==> src/rtl/dual_read_regfile.sv <==
module dual_read_regfile #(
  parameter int ADDR_W = 5,
  parameter int DATA_W = 32,
  parameter logic [DATA_W-1:0] BOOT_SEED = 32'hA500_0000,
  parameter logic [DATA_W-1:0] BOOT_STEP = 32'h0101_0101
) (
  input  logic              clk,
  input  logic              rst_n,
  input  logic [ADDR_W-1:0] rd_addr_a,
  input  logic [ADDR_W-1:0] rd_addr_b,
  input  logic [ADDR_W-1:0] wr_addr,
  input  logic [DATA_W-1:0] wr_data,
  input  logic              wr_en,
  output logic [DATA_W-1:0] rd_data_a,
  output logic [DATA_W-1:0] rd_data_b
);

  localparam int NREGS = 1 << ADDR_W;

  logic [DATA_W-1:0] cells [NREGS];
  logic [ADDR_W-1:0] ra_q, rb_q, wa_q;
  logic [DATA_W-1:0] wd_q;
  logic              we_q;

  function automatic logic [DATA_W-1:0] boot_word(input int idx);
    return BOOT_SEED ^ (DATA_W'(idx) * BOOT_STEP);
  endfunction

  always_ff @(posedge clk or negedge rst_n) begin
    if (!rst_n) begin
      ra_q <= '0;
      rb_q <= '0;
      wa_q <= '0;
      wd_q <= '0;
      we_q <= 1'b0;
      for (int i = 0; i < NREGS; i++) cells[i] <= boot_word(i);
    end else begin
      ra_q <= rd_addr_a;
      rb_q <= rd_addr_b;
      wa_q <= wr_addr;
      wd_q <= wr_data;
      we_q <= wr_en;
      if (we_q) cells[wa_q] <= wd_q;
    end
  end

  assign rd_data_a = (ra_q == '0) ? '0 : cells[ra_q];
  assign rd_data_b = (rb_q == '0) ? '0 : cells[rb_q];

  // a port sampled at register 0 answers zero
  p_zero_a_r3: assert property (@(posedge clk) disable iff (!rst_n)
    (rd_addr_a == '0) |=> (rd_data_a == '0));
  p_zero_b_r3: assert property (@(posedge clk) disable iff (!rst_n)
    (rd_addr_b == '0) |=> (rd_data_b == '0));

  // a committing write is seen by a read sampled at the commit edge
  p_write_seen_r4: assert property (@(posedge clk) disable iff (!rst_n)
    (we_q && wa_q != '0 && rd_addr_a == wa_q) |=> (rd_data_a == $past(wd_q)));

  // a same-edge read of the write target returns the old word
  p_old_on_hit_r6: assert property (@(posedge clk) disable iff (!rst_n)
    (wr_en && !we_q && wr_addr != '0 && rd_addr_b == wr_addr)
      |=> (rd_data_b == $past(cells[wr_addr])));

  // no commit and same read number keep the answer
  p_hold_r2: assert property (@(posedge clk) disable iff (!rst_n)
    (!we_q && rd_addr_a == ra_q) |=> $stable(rd_data_a));

  // outputs are zero while reset is held
  always_comb begin
    if (!rst_n) a_reset_zero_r7: assert (rd_data_a == '0 && rd_data_b == '0);
  end

endmodule

==> config.mk <==
export PLATFORM = sky130hd
export DESIGN_NAME = dual_read_regfile
export DESIGN_NICKNAME = d
export VERILOG_FILES = /design/src/rtl/dual_read_regfile.sv
export SDC_FILE = /design/constraint.sdc
export NUM_CORES = 2
export LEC_CHECK = 0
export BUFFER_PORTS_ARGS = -buffer_cell sky130_fd_sc_hd__buf_4
export CORE_ASPECT_RATIO = 1.75
export CORE_MARGIN = 2
export CORE_UTILIZATION = 55
export CTS_BUF_LIST = sky130_fd_sc_hd__clkbuf_16
export CTS_CLUSTER_DIAMETER = 120
export CTS_CLUSTER_SIZE = 25
export DETAILED_ROUTE_END_ITERATION = 10
export MAX_ROUTING_LAYER = met4
export PLACE_DENSITY = 0.78
export SLEW_MARGIN = 15
export SYNTH_ARGS = -nofsm -noshare
export SYNTH_HDL_FRONTEND = slang
export SYNTH_SLANG_ARGS = --single-unit
==> constraint.sdc <==
create_clock -name clk -period 2.65 [get_ports clk]
set_input_delay 0.265 -clock clk [delete_from_list [all_inputs] [get_ports clk]]
set_output_delay 0.265 -clock clk [all_outputs]
set_load 0.02 [all_outputs]
[Word level (Yosys, flattened, before mapping)]
Cells that the tools add are included.
W data, S select, Z words.
Word-level totals
  register bits after elaboration: 1072
  bits of input ports: 50
  output and inout port bits: 64
  word-level logic and storage cells: 58
Operators by class
  magnitude comparators: 4
  mux-type cells: 11
  bitwise gates (word level): 3
  reduce and logical (&&, ||, !) cells: 3
Operators with widths (number)
  $bwmux W1024: 1
  $bmux W32 S5: 2
  $mux W32: 7
  $demux W32 S5: 1
  $ge A6 B6 Y1 const B: 3
  $not A5 Y6: 3
  $logic_not A5 Y1: 2
  $lt A6 B1 Y1 const B: 1
  $logic_and A1 B1 Y1: 1

[Longest topological paths before layout]
  word-level depth: 6
  gate-level depth with buffers: 7
  depth with buffers taken out: 4

[Least setup slack after synthesis]
Ideal clock, no wire load.
  kind: register to output
  start point: register rb_q[1]
  end point: output port rd_data_b[20]
  data arrival time: 1.968 ns
  data required time: 2.385 ns
  slack: 0.417 ns
  stages on the path, launching flop included: 8
  buffers on the path: 3
  cells stage by stage: dfrtp_1 buf_6 buf_8 and2b_4 buf_6 a221oi_1 o21ai_0 a311oi_1
Between the ends
  word-level cells in the longest chain between the ends: 5
  elaborated cells between the ends (all ways): 6
  classes of those cells: mux: 4; bitwise: 1; reduce/logical: 1
Ends and longest elaborated chain
  start: declaration: RTL line 21  | logic [ADDR_W-1:0] ra_q, rb_q, wa_q;
  start signal: assignment: RTL line 39  | rb_q <= rd_addr_b;
  $not A5 Y6 (implied by the code): RTL line 48  | assign rd_data_b = (rb_q == '0) ? '0 : cells[rb_q];
  $bmux W32 S5: RTL line 48
  $mux W32 (implied by the code) (2 in series): RTL line 48
  $mux W32 *: RTL line 48
  end: declaration: RTL line 15  | output logic [DATA_W-1:0] rd_data_b
Mark *: on every way between the ends. The rest lies on a longest branch, timed or not. The select of a mux whose other input is x is not followed.

[Worst setup path after layout]
  start point: register rb_q[2]
  end point: output port rd_data_b[14]
The elaborated chain is that of the path after synthesis.

==> results.md <==
* Clock power share at 0.206
* Worst Setup End Kind: primary output
* Drt first pass iters at 6
* Int Power at 30.58 mW
* Distinct cells, synth at 39
* Vias in the first global route at 41398
* Area Growth Syn to Fin at 19.60%
* Clk_skew at 0.04194 ns
* Cell Area, Synth at 0.05676 mm2
* Worst hold path type: input pin to async pin
* Net Sw Power at 12.84 mW
* Final #Nets at 4071
* DR vias at 39101
* Worst reg2reg setup slack at 0.38 ns
* Synth Area in Compound Gates at 0.04677
* Synth area leaders: dfrtp_1, mux2_2, dfstp_2
* Worst Path Arrival at 3.03 ns
* Tmin final at 3.291 ns
* DRT iter0 DRCs at 4391
* Clock Sinks at 1072
* RR Startpoint: wa_q[2]$_DFF_PN0_
* Critical path required time at 2.38 ns
* Failing checks: setup timing
* DR vias/cell at 7.245
* Unrepaired setup endpoints after global routing: true
* Pwr per Cell Area at 639.5 mW/mm2
* Peak VDD IR at 0.0005554 V
* CTS tree: built
* Kind of critical path: flop to primary output
* Worst setup SP type: flop
* Slew @ Worst Pin at 1.281 ns
* Post-Synth XOR/XNOR Area at 0
* Largest net degree at the start of global routing at 100
* Total negative slack at -35.45 ns
* Post-synthesis async set-or-reset flop share at 1.000
* Top cell type's share of synthesized area at 0.3033
* First-pass GRT wire length at 284.1 mm
* Syn Inst Count at 3665
* Clk buf depth at 3
* I/O Buffers at 113
* Flops & latches, synth at 1072
* Most instantiated cells after synthesis: mux2_2, dfrtp_1, mux4_2
* Post-synth EDFFs at 0
* FF-to-FF End: cells[787]$_DFFE_PN0P_
* Fin crit share at 1.242
* Io pins at 114
* Core Footprint at 0.1022 mm2
* Reg power frac at 0.527
* Outcome: complete, but fails checks
* Final ANT Viol Nets at 0
* Slew margin rel. at 0.1458
* Share of cells above drive strength 1 at 0.7202
* H-tree depth at 2
* Average wire per standard cell at 36.66 um
* Die height at 429.0 um
* Die X at 246.9 um
* Mean Syn Cell Area at 15.49 um2
* Worst-Skew Late Latency at 0.70 ns
* Root Buffer: clkbuf_16
* Starting Density at 0.5554
* Top_reg_cell synth: dfrtp_1
* Leakage at 28.24 nW
* Final Worst Setup Slack at -0.6407 ns
* Net Count, Synth at 3715
* DRC at 0
* Final Hold Viols at 0
* Initial antenna violation count at 4
* Final setup viols at 64
* Largest family of logic cells by synthesized area: multiplexers
* Count leader, synth: mux2_2
* WL final at 197.9 mm
* Die ar. at 0.1059 mm2
* Placer Congestion at 0.9127
* Final HPWL DP at 118.9 mm
* Total CTS buffers at 48
* Post-synthesis sequential area ratio at 0.4810
* Peak fanout along the critical path at 21
* Synth Area in Simple Gates at 0.01567
* Combinational power share at 0.266
* Synth warnings at 0
* Largest area contributor in the netlist: dfrtp_1
* Reg clk slew, reported paths at 0.10 ns
* Tot Pwr at 43.42 mW
* Mux cell area share after synthesis at 0.4162
* Cell Rows at 155
* Max Cap Viol at 0
* Fmax at 303.9 MHz
* Overflow after GRT at 0
* R2R depth at 5
* Sw Share at 0.2956
* Max-slew violations at 0
* Adder-Cell Fraction of Synth Area at 0
* Global-route usage over all layers at 0.3853
[registers in the layout, summed over array words and instances (netlist names)]
signal	count
rb_q	5
cells	1024
ra_q	5
we_q	1
wd_q	32
wa_q	5
[cells in the final DEF, fill, tap and decap left out, types with 16 or more instances in the layout]
cell type      synthesis  final
nor2_4                 0     18
dfstp_2              384    384
nand2_2                0     16
o21ai_4                0     18
a221oi_2               2     33
o21ai_1               90     33
buf_12                 1    114
mux2_4                 0     35
clkbuf_16              0     56
buf_16                 0     26
nor2b_1               66     55
dlygate4sd3_1          0     49
buf_6                 46     97
a22oi_1               64     30
dfrtp_1              688    678
a211oi_2               0     47
mux4_2               448    448
buf_8                  1     18
nand2_1               49     33
a22oi_2                0     34
a311oi_2               0     36
o21ai_2                0     60
mux2_1                38     38
inv_1                  0     37
buf_4                 70    385
mux2_2              1050   1015
mux2i_1              128    123
a311oi_4               0     16
[worst max-delay path, cell delays in order (launching register included)]
cell and delay (ns):
dfrtp_4 0.60, buf_12 0.20, buf_16 0.18, mux2i_1 0.15
a221oi_2 0.35, o21ai_0 0.16, a311oi_1 0.32, buf_4 0.20
buf_4 0.14
[worst max path at each step]
stage,endpoint,cells after the start,start,slack [ns]
floorplan,rd_data_b[20],7,rb_q[1]$_DFF_PN0_,0.42
global placement,rd_data_a[21],6,ra_q[1]$_DFF_PN0_,-0.34
detailed placement,rd_data_a[21],6,ra_q[1]$_DFF_PN0_,-0.36
CTS,rd_data_b[29],9,rb_q[1]$_DFF_PN0_,-0.62
global route,rd_data_b[15],9,rb_q[1]$_DFF_PN0_,-0.66
finish,rd_data_b[14],8,rb_q[2]$_DFF_PN0_,-0.64
[metrics by stage]
| stage | setup slack [ns] | util | cell area, um2 | hold slack [ns] | instances |
|---|---|---|---|---|---|
| after floorplan | 0.4167 | - | 56760 | -0.03059 | 3665 |
| after global placement | -0.3421 | 0.5998 | 61300 | 0.2527 | 5100 |
| after detailed placement | -0.3614 | 0.5998 | 61300 | 0.2566 | 5100 |
| after CTS | -0.6232 | 0.6518 | 66620 | 0.1129 | 5347 |
| after global routing | -0.6635 | 0.6642 | 67890 | 0.1444 | 5397 |
| final | -0.6407 | 0.6642 | 67890 | 0.1148 | 5397 |
[repair_timing]
action | 4_1_cts | 5_1_grt
pin swaps | 68 | 78
endpoints found under the hold margin | 188 | 0
hold buffers | 49 | 0
endpoints found under the setup margin | 64 | 64
cloned | 23 | 6
gates resized for setup | 405 | 188
buffers inserted | 96 | 58
[layout make-up]
cell class	count	area, um2
Tap cell	1334	1669
Antenna cell	3	7.507
Clock inverter	39	160.2
Multi-Input combinational cell	2195	29330
Clock buffer	50	1251
Timing Repair Buffer	702	8119
Inverter	2	11.26
Fill cell	6698	34320
Sequential cell	1072	27340
[layer usage]
metal  wire, um  GRT usage
met1      66170     0.4496
met2      95280     0.5933
met3      19680    0.08870
met4      16750     0.2614
met5          0          -
[logic make-up after synthesis]
group | count (synthesis)
and+or+nand+nor | 163
buffers and inverters | 398
muxes | 1664
AOI/OAI and AO/OA | 368
DFF | 1072
[power groups by stage]
stage               Combinational, mW  Sequential, mW  Clock (mW)
finish                           11.6            22.9        8.95
global route                     12.1            23.3        9.47
CTS                              11.0            22.8        8.94
detailed placement               9.93            23.1           0
global placement                 9.64            22.8           0
floorplan                        7.34            21.9           0
Note: power is estimated with default switching activity, not from simulation.
